### src/rtl/uart_rx_mid.sv
module uart_rx_mid #(
  parameter int DATA_BITS  = 8,
  parameter int OVS        = 16,
  parameter bit PARITY_EN  = 1'b0,
  parameter bit PARITY_ODD = 1'b0
) (
  input  logic                 clk,
  input  logic                 rst,
  input  logic                 rx_raw,
  input  logic                 tick16,
  output logic [DATA_BITS-1:0] rx_data,
  output logic                 rx_ready,
  output logic                 rx_err
);
  localparam int CW   = $clog2(OVS);
  localparam int BW   = $clog2(DATA_BITS + 1);
  localparam int HALF = OVS / 2;

  typedef enum logic [2:0] {S_IDLE, S_START, S_DATA, S_PAR, S_STOP} st_t;

  st_t                  st;
  logic [2:0]           sh;
  logic [CW-1:0]        cnt;
  logic [BW-1:0]        bitn;
  logic [DATA_BITS-1:0] shreg;
  logic                 par_acc, par_bad;

  wire rx_s     = sh[1];
  wire fall     = sh[2] & ~sh[1];
  wire at_half  = tick16 && (cnt == CW'(HALF - 1));
  wire at_full  = tick16 && (cnt == CW'(OVS - 1));
  wire last_bit = (bitn == BW'(DATA_BITS - 1));

  always_ff @(posedge clk) begin
    if (rst) sh <= 3'b111;
    else     sh <= {sh[1:0], rx_raw};
  end

  always_ff @(posedge clk) begin
    if (rst) begin
      st       <= S_IDLE;
      cnt      <= '0;
      bitn     <= '0;
      shreg    <= '0;
      par_acc  <= 1'b0;
      par_bad  <= 1'b0;
      rx_data  <= '0;
      rx_ready <= 1'b0;
      rx_err   <= 1'b0;
    end else begin
      rx_ready <= 1'b0;
      rx_err   <= 1'b0;
      case (st)
        S_IDLE: begin
          cnt  <= '0;
          bitn <= '0;
          if (fall) st <= S_START;
        end
        S_START: begin
          if (at_half) begin
            cnt     <= '0;
            par_acc <= PARITY_ODD;
            par_bad <= 1'b0;
            st      <= rx_s ? S_IDLE : S_DATA;
          end else if (tick16) cnt <= cnt + 1'b1;
        end
        S_DATA: begin
          if (at_full) begin
            cnt     <= '0;
            shreg   <= {rx_s, shreg[DATA_BITS-1:1]};
            par_acc <= par_acc ^ rx_s;
            bitn    <= bitn + 1'b1;
            if (last_bit) st <= PARITY_EN ? S_PAR : S_STOP;
          end else if (tick16) cnt <= cnt + 1'b1;
        end
        S_PAR: begin
          if (at_full) begin
            cnt     <= '0;
            par_bad <= par_acc ^ rx_s;
            st      <= S_STOP;
          end else if (tick16) cnt <= cnt + 1'b1;
        end
        S_STOP: begin
          if (at_full) begin
            cnt     <= '0;
            rx_data <= shreg;
            if (rx_s && !par_bad) rx_ready <= 1'b1;
            else                  rx_err   <= 1'b1;
            st <= S_IDLE;
          end else if (tick16) cnt <= cnt + 1'b1;
        end
        default: st <= S_IDLE;
      endcase
    end
  end

  AST_IDLE_NEEDS_FALL: assert property (@(posedge clk) disable iff (rst)
    (st == S_IDLE && !fall) |=> st == S_IDLE);
  AST_EDGE_CLEARS_CNT: assert property (@(posedge clk) disable iff (rst)
    (st == S_IDLE && fall) |=> (st == S_START && cnt == '0));
  AST_GLITCH_REJECT: assert property (@(posedge clk) disable iff (rst)
    (st == S_START && at_half && rx_s) |=> (st == S_IDLE && !rx_ready && !rx_err));
  AST_READY_ONE_CYCLE: assert property (@(posedge clk) disable iff (rst)
    rx_ready |=> !rx_ready);
  AST_ERR_ONE_CYCLE: assert property (@(posedge clk) disable iff (rst)
    rx_err |=> !rx_err);
  AST_DATA_HOLD: assert property (@(posedge clk) disable iff (rst)
    !$stable(rx_data) |-> (rx_ready || rx_err));
  AST_STROBE_EXCL: assert property (@(posedge clk) disable iff (rst)
    !(rx_ready && rx_err));
endmodule

### config.mk
export PLATFORM = sky130hd
export DESIGN_NAME = uart_rx_mid
export DESIGN_NICKNAME = d
export VERILOG_FILES = /design/src/rtl/uart_rx_mid.sv
export SDC_FILE = /design/constraint.sdc
export NUM_CORES = 1
export LEC_CHECK = 0
export CAP_MARGIN = 20
export CORE_ASPECT_RATIO = 0.8
export CORE_MARGIN = 3
export CORE_UTILIZATION = 50
export DETAILED_ROUTE_END_ITERATION = 8
export GPL_TIMING_DRIVEN = 0
export PLACE_DENSITY = 0.86
export SLEW_MARGIN = 20
export SYNTH_ARGS = -nofsm -noshare
export SYNTH_HDL_FRONTEND = slang
export SYNTH_SLANG_ARGS = --single-unit
### constraint.sdc
create_clock -name clk -period 1.55 [get_ports clk]
set_clock_uncertainty 0.1 [all_clocks]
set_input_delay 0.2325 -clock clk [delete_from_list [all_inputs] [get_ports clk]]
set_output_delay 0.2325 -clock clk [all_outputs]
set_load 0.005 [all_outputs]
==> results of run 1 <==
layout make-up:
class / count / share of cell area [%]
plain buffers: 10 / 4.28
clock buffers: 7 / 4.35
clock inverters: 1 / 0.252
inverters: 5 / 0.945
multi-input cells: 125 / 43.6
flip-flops and latches: 34 / 34.9
well taps: 38 / 2.39
repair buffers: 20 / 9.26
routing by layer:
metal  track usage [%]  up-vias
li1                  -      661
met1              24.5      663
met2              39.3       52
met3              6.37       13
met4              8.08        0
met5                 0        -
state kept, by name, indices dropped and copies added, names as in the netlist:
signal / cells
st: 3
rx_data: 8
bitn: 4
shreg: 8
par_bad: 1
rx_err: 1
rx_ready: 1
cnt: 4
sh: 3
par_acc: 1
worst register-to-register path, stage by stage, from the launching register on:
cell     delay, ns
dfxtp_4       0.35
or3b_4        0.43
or2_4         0.28
and3_4        0.16
o21a_1        0.16
stage by stage:
stage | TNS (ns) | hold WS [ns] | power, mW | area [µm²] | setup WS (ns)
floorplan | -0.00747 | 0.236 | 0.929 | 1500 | -0.00423
global placement | -5.62 | 0.292 | 0.943 | 1670 | -0.366
detailed placement | -7.24 | 0.301 | 0.945 | 1670 | -0.387
CTS | -0.00465 | 0.317 | 1.60 | 1860 | -0.00465
global route | -0.799 | 0.337 | 1.65 | 1990 | -0.0720
finish | -0.0624 | 0.331 | 1.60 | 1990 | -0.0320
what timing repair did:
action / CTS / global route
hold buffers: 0 / 0
pin swaps: 4 / 8
resized for setup: 26 / 32
setup endpoints to repair: 30 / 24
buffers inserted: 5 / 3
cell families (layout without fill, tap and decap cells):
logic type                 Yosys count  in the layout  synth area share, %
muxes                               10             10                 6.72
xor gates and xnor gates             4              4                 2.35
AOI/OAI and AO/OA                   30             30                 13.1
and+or+nand+nor                     78             78                 25.5
buffers and inverters               16             43                 4.28
DFF                                 34             34                 45.7
adders and majority gates            3              3                 2.35
layout by cell type (no fill, tap or decap), types with 2 or more instances in the layout:
cell | Yosys | layout
a21oi_1 | 13 | 11
o21a_1 | 2 | 2
clkbuf_2 | 0 | 2
dfxtp_2 | 0 | 2
a31oi_1 | 2 | 2
dfxtp_4 | 0 | 3
nor3_1 | 10 | 9
nor3b_2 | 0 | 3
nand2_1 | 24 | 23
buf_4 | 0 | 8
nor2_1 | 17 | 15
nand3_1 | 5 | 5
buf_6 | 0 | 3
nor2b_1 | 2 | 2
a32o_1 | 2 | 2
or2_2 | 2 | 2
nor3b_1 | 5 | 2
a21oi_2 | 0 | 2
clkbuf_1 | 8 | 3
dfxtp_1 | 34 | 29
xnor2_1 | 3 | 3
nand4_1 | 3 | 3
inv_1 | 5 | 5
buf_8 | 0 | 2
and3_4 | 0 | 3
nor2_4 | 0 | 2
clkdlybuf4s50_1 | 0 | 12
mux2i_1 | 10 | 10
a31o_2 | 2 | 2
clkbuf_8 | 0 | 6
power by group through the flow:
stage | sequential [mW] | combinational [mW] | clock (mW)
4_1_cts | 0.879 | 0.0481 | 0.669
3_5_place_dp | 0.900 | 0.0452 | 0
3_3_place_gp | 0.900 | 0.0433 | 0
2_1_floorplan | 0.899 | 0.0292 | 0
6_report | 0.876 | 0.0569 | 0.669
5_1_grt | 0.876 | 0.0604 | 0.715
worst min path at each step:
stage / startpoint / to / slack, ns / cells past startpoint
final: sh[0] / sh[1] / 0.33 / 1
after global routing: sh[0] / sh[1] / 0.34 / 1
after CTS: sh[0] / sh[1] / 0.32 / 1
after detailed placement: sh[0] / sh[1] / 0.30 / 1
after global placement: sh[0] / sh[1] / 0.29 / 1
after floorplan: rst / sh[2] / 0.24 / 2
==> run_results.csv, run 1 <==
group,metric,value,unit
outcome,outcome,"finished, violations left",
outcome,violations,"setup timing",
layout,seqCellArea,694,µm²
cts,htreeDepth,2,
worst_setup_path,cpPeakStageDelay,0.43,ns
placement,routabilityCongestion,0.893,
drt,wl_met1,1580,µm
layout,layout-drive-gt1-share,25.7,%
sta,grt_setup_unrepaired,"true",
logic_synthesis,syn-num-nets,181,
hold_path,worst_hold_path_type,"reg2reg",
cts,clk_pin_slew,0.07,ns
layout,antenna_cells,0,
die,start_util,53.1,%
power_and_ir_drop,combPwrFrac,3.5,%
logic_synthesis,synth_edf_count,0,
global_route,grt_pass1_wl,5780,µm
die,die_x,67.0,µm
job,drv_cap,0,
layout,nets,207,
worst_setup_path,path_depth,4,
worst_setup_path,worstPathArrival,1.66,ns
power_and_ir_drop,p_sw,351,µW
placement,io_buffer_count,12,
cts,cts_tree,"yes",
worst_setup_path,worst_setup_path_end_kind,"flip-flop",
drt,top_layer,"met4",
placement,dp_cells,225,
global_route,antenna_found_initial,0,
worst_setup_path,reg2reg_from,"st[1]",
global_route,first_global_vias,1254,
worst_setup_path,cp_max_fo,5,
power_and_ir_drop,clkPwrFrac,41.8,%
drt,vias,1389,
layout,area.growth.synth_to_final,33.3,%
drt,vias_per_cell,5.79,
die,die-area,0.00368,mm²
drt,drt-initial-drc-count,124,
logic_synthesis,synth_seq_cells,34,
drt,ant_nets,0,
layout,fin_util,70.8,%
logic_synthesis,ys_top_cells_by_area,"dfxtp_1 (46%), mux2i_1 (6.7%), nand2_1 (6.0%), a21oi_1 (4.4%), nor2_1 (4.3%)",
cts,cts_root_buf,"clkbuf_8",
die,fp-row-count,17,
logic_synthesis,ys_async_sr_fraction,0,%
sta,worst_pin_slew,0.456,ns
global_route,grt_max_degree,11,
logic_synthesis,syn_area_per_cell,8.52,µm²
die,core_area,0.00281,mm²
global_route,track_usage,21.8,%
worst_setup_path,criticalPathCategory,"reg2reg",
logic_synthesis,ys_warn_count,0,
logic_synthesis,yosysMostFrequentCell,"dfxtp_1",
sta,hold_viol,0,
worst_setup_path,path_delay_family,"simple AND/OR/NAND/NOR gates",
cts,cts-buffers-inserted,5,
worst_setup_path,worstPathRequired,1.63,ns
drt,drc,0,
cts,insertion_delay,0.28,ns
logic_synthesis,syn_inst,175,
logic_synthesis,ys_seq_area_share,45.7,%
power_and_ir_drop,p_per_area,807,mW/mm²
logic_synthesis,synth_top_cell_area_share,45.7,%
worst_setup_path,r2r_cells,4,
power_and_ir_drop,switching_share,21.9,%
placement,hpwl,2380,µm
worst_setup_path,reg2reg_slack,-0.03,ns
drt,post_drt_wl_per_cell,16.3,µm
power_and_ir_drop,pwr-share-seq,54.7,%
power_and_ir_drop,power.internal,1.25,mW
sta,drv_slew,0,
logic_synthesis,yosys.cell_types.count,36,
drt,drtPass1Iterations,4,
worst_setup_path,r2r_end,"bitn[0]",
worst_setup_path,crit_start,"st[1]",
sta,period_share,102,%
layout,fillers,199,
sta,fin_ws,-0.0320,ns
sta,setup_viol,5,
die,io-pin-count,14,
worst_setup_path,path_cells,"or3b_4 -> or2_4 -> and3_4 -> o21a_1",
power_and_ir_drop,p_leak,0.732,nW
worst_setup_path,worstSetupStartpointType,"flip-flop",
sta,slew_headroom,69.6,%
layout,multi_input_area,866,µm²
logic_synthesis,synthesis.area,0.00149,mm²
sta,timing.fmax,0.632,GHz
global_route,gr-total-overflow,0,
drt,met2_length,2030,µm
logic_synthesis,synthFlopType,"dfxtp_1",
layout,layoutNonFillerInstCount,240,
cts,clk_path_buf_depth,2,
power_and_ir_drop,ir_drop,0.598,mV
logic_synthesis,yosysTopAreaCell,"dfxtp_1",
worst_setup_path,critPathCapture,"bitn[0]",
die,die_h,54.8,µm
cts,cts.sink_count,34,
drt,wl,3900,µm
sta,fin_crit,1.58,ns
drt,wl_met3,176,µm
worst_setup_path,critPathBufInv,0,
worst_setup_path,cpMaxStageDelayCell,"or3b_4",
logic_synthesis,ys_top_cells_by_count,"dfxtp_1 (34), nand2_1 (24), nor2_1 (17), a21oi_1 (13)",
Note: power is estimated with default switching activity, not from simulation.
==> run 2: changes to the inputs <==
--- a/config.mk
+++ b/config.mk
@@ -12,6 +12,7 @@
 export DETAILED_ROUTE_END_ITERATION = 8
 export GPL_TIMING_DRIVEN = 0
 export PLACE_DENSITY = 0.86
+export REMOVE_ABC_BUFFERS = 1
 export SLEW_MARGIN = 20
 export SYNTH_ARGS = -nofsm -noshare
 export SYNTH_HDL_FRONTEND = slang
==> run 2 against run 1 <==
Fmax is 6.9% lower. The run still ends with setup timing left. Sequential cell count is the same. Count of clock-buffer cells in the layout fell by 1. Via count is 7.3% higher. Die area stayed put. Utilization rose by 0.53 points. Routed wire length increased by 9.9%. Critical path type unchanged. Non-clock buffer count fell by 1. Sequential share of layout area grew 0.050 points. Final cell count rose by 0.42%.
==> run_results.csv, run 2 (same netlist as run 1, synthesis figures left out) <==
group,metric,value,unit
outcome,outcome,"finished, violations left",
outcome,violations,"setup timing",
sta,period_share,110,%
hold_path,worst_hold_path_type,"reg2reg",
worst_setup_path,criticalPathCategory,"reg2reg",
cts,clk_path_buf_depth,2,
layout,area.growth.synth_to_final,34.3,%
drt,wl,4290,µm
worst_setup_path,cpMaxStageDelayCell,"dfxtp_4",
sta,setup_viol,15,
sta,fin_setup_tns,-1.16,ns
cts,cts_tree,"yes",
cts,clk_pin_slew,0.07,ns
drt,post_drt_wl_per_cell,17.8,µm
layout,seqCellArea,701,µm²
worst_setup_path,critPathCapture,"shreg[2]",
worst_setup_path,r2r_cells,6,
cts,cts_root_buf,"clkbuf_8",
die,core_area,0.00281,mm²
drt,drt-initial-drc-count,238,
layout,antenna_cells,0,
placement,hpwl,1940,µm
drt,drtPass1Iterations,6,
die,fp-row-count,17,
worst_setup_path,worst_setup_path_end_kind,"flip-flop",
worst_setup_path,crit_start,"cnt[1]",
power_and_ir_drop,p_per_area,804,mW/mm²
layout,layout_common_cells,"dfxtp_1 (28), nand2_1 (20), nor2_1 (16)",
worst_setup_path,worstPathRequired,1.64,ns
power_and_ir_drop,p_leak,0.768,nW
layout,layout-drive-gt1-share,28.6,%
layout,fillers,197,
worst_setup_path,reg2reg_from,"cnt[1]",
worst_setup_path,r2r_end,"shreg[2]",
die,die_x,67.0,µm
global_route,grt_pass1_wl,6090,µm
global_route,track_usage,22.8,%
die,start_util,53.1,%
power_and_ir_drop,ir_drop,0.642,mV
layout,final_common_cell,"dfxtp_1",
sta,grt_setup_unrepaired,"true",
sta,worst_pin_slew,0.656,ns
global_route,antenna_found_initial,0,
sta,hold_viol,0,
worst_setup_path,path_cells,"ha_4 -> nand4_1 -> buf_4 -> nor2_4 -> nand2_1 -> a21oi_1",
layout,top_regs,"rx_data (8), shreg (8)",
sta,drv_slew,0,
drt,ant_nets,0,
cts,insertion_delay,0.29,ns
sta,slew_headroom,56.3,%
global_route,first_global_vias,1305,
placement,routabilityCongestion,0.823,
sta,fin_ws,-0.149,ns
global_route,grt_max_degree,34,
layout,nets,208,
layout,multi_input_area,878,µm²
sta,timing.fmax,0.589,GHz
worst_setup_path,cp_max_fo,5,
drt,vias_per_cell,6.18,
sta,hold_ws,0.321,ns
drt,vias,1490,
drt,drc,0,
sta,fin_crit,1.70,ns
worst_setup_path,reg2reg_slack,-0.15,ns
worst_setup_path,worstSetupStartpointType,"flip-flop",
job,drv_cap,0,
die,io-pin-count,14,
global_route,gr-total-overflow,0,
cts,cts.sink_count,34,
placement,io_buffer_count,13,
cts,cts-buffers-inserted,5,
worst_setup_path,worstPathArrival,1.79,ns
cts,htreeDepth,2,
worst_setup_path,cpPeakStageDelay,0.37,ns
die,die-area,0.00368,mm²
die,die_h,54.8,µm
[run 2: changes by cell type in the layout (fill, tap and decap cells not counted), moves of 3 or more]
cell	previous run	this run
buf_4	8	13
nand2_1	23	20
clkbuf_1	3	0
nand2_2	0	4
[run 2: what timing repair did]
item | 4_1_cts | 5_1_grt
pin swaps | 6 | 6
setup buffers | 15 | 1
resized for setup | 26 | 20
endpoints found under the setup margin | 33 | 29
hold buffers | 0 | 0
gates cloned | 1 | 1
[run 2: where the power goes]
| part | switching, mW | internal, mW |
|---|---|---|
| combinational | 0.0309 | 0.0173 |
| clock | 0.331 | 0.357 |
| sequential | 0.00522 | 0.869 |
| total | 0.367 | 1.24 |
[run 2: per-stage QoR]
step / instances / cell area (µm²) / setup slack, ns / total power, mW / util [%]
6_report: 241 / 2000 / -0.149 / 1.61 / 71.3
5_1_grt: 241 / 2000 / -0.183 / 1.66 / 71.3
4_1_cts: 239 / 1900 / -0.0320 / 1.60 / 67.8
3_5_place_dp: 215 / 1620 / -0.712 / 0.942 / 57.8
3_3_place_gp: 215 / 1620 / -0.702 / 0.941 / 57.8
2_1_floorplan: 164 / 1450 / -0.367 / 0.916 / -
[run 2: worst max-delay path, delay by kind of cell, from the launching register on]
kind | cells | cell delay (ns)
AO/OA/AOI/OAI | 1 | 0.20
adder cells (fa/ha/maj) | 1 | 0.15
buffers and inverters | 1 | 0.26
flip-flops | 1 | 0.37
AND/OR/NAND/NOR | 3 | 0.52
[run 2: worst min path at each step]
stage | from | to | slack, ns | cells after the start
6_report | sh[0] | sh[1] | 0.32 | 1
5_1_grt | sh[0] | sh[1] | 0.34 | 1
4_1_cts | sh[0] | sh[1] | 0.33 | 1
3_5_place_dp | sh[0] | sh[1] | 0.30 | 1
3_3_place_gp | sh[0] | sh[1] | 0.30 | 1
2_1_floorplan | rst | bitn[1] | 0.20 | 1
[run 2: layer usage]
layer,GRT usage [%],up-vias,part of all wire (%)
met5,0,-,0
met4,7.74,0,3.8
met3,6.78,18,7.9
met2,37.8,96,48
met1,28.4,708,40
li1,-,668,-
[run 2: final cells by class]
class                           count  area share [%]
Timing Repair Buffer               29            13.1
Sequential cell                    34            35.0
Inverter                            5           0.938
Clock inverter                      2           0.625
Tap cell                           38            2.38
Multi-Input combinational cell    127            43.9
Clock buffer                        6            4.13
==> run 3: changes to the inputs <==
--- a/config.mk
+++ b/config.mk
@@ -12,7 +12,6 @@
 export DETAILED_ROUTE_END_ITERATION = 8
 export GPL_TIMING_DRIVEN = 0
 export PLACE_DENSITY = 0.86
-export REMOVE_ABC_BUFFERS = 1
 export SLEW_MARGIN = 20
 export SYNTH_ARGS = -nofsm -noshare
 export SYNTH_HDL_FRONTEND = slang
==> results of run 3 <==
Same layout as run 1: the final DEF is identical, and so are final timing and power.
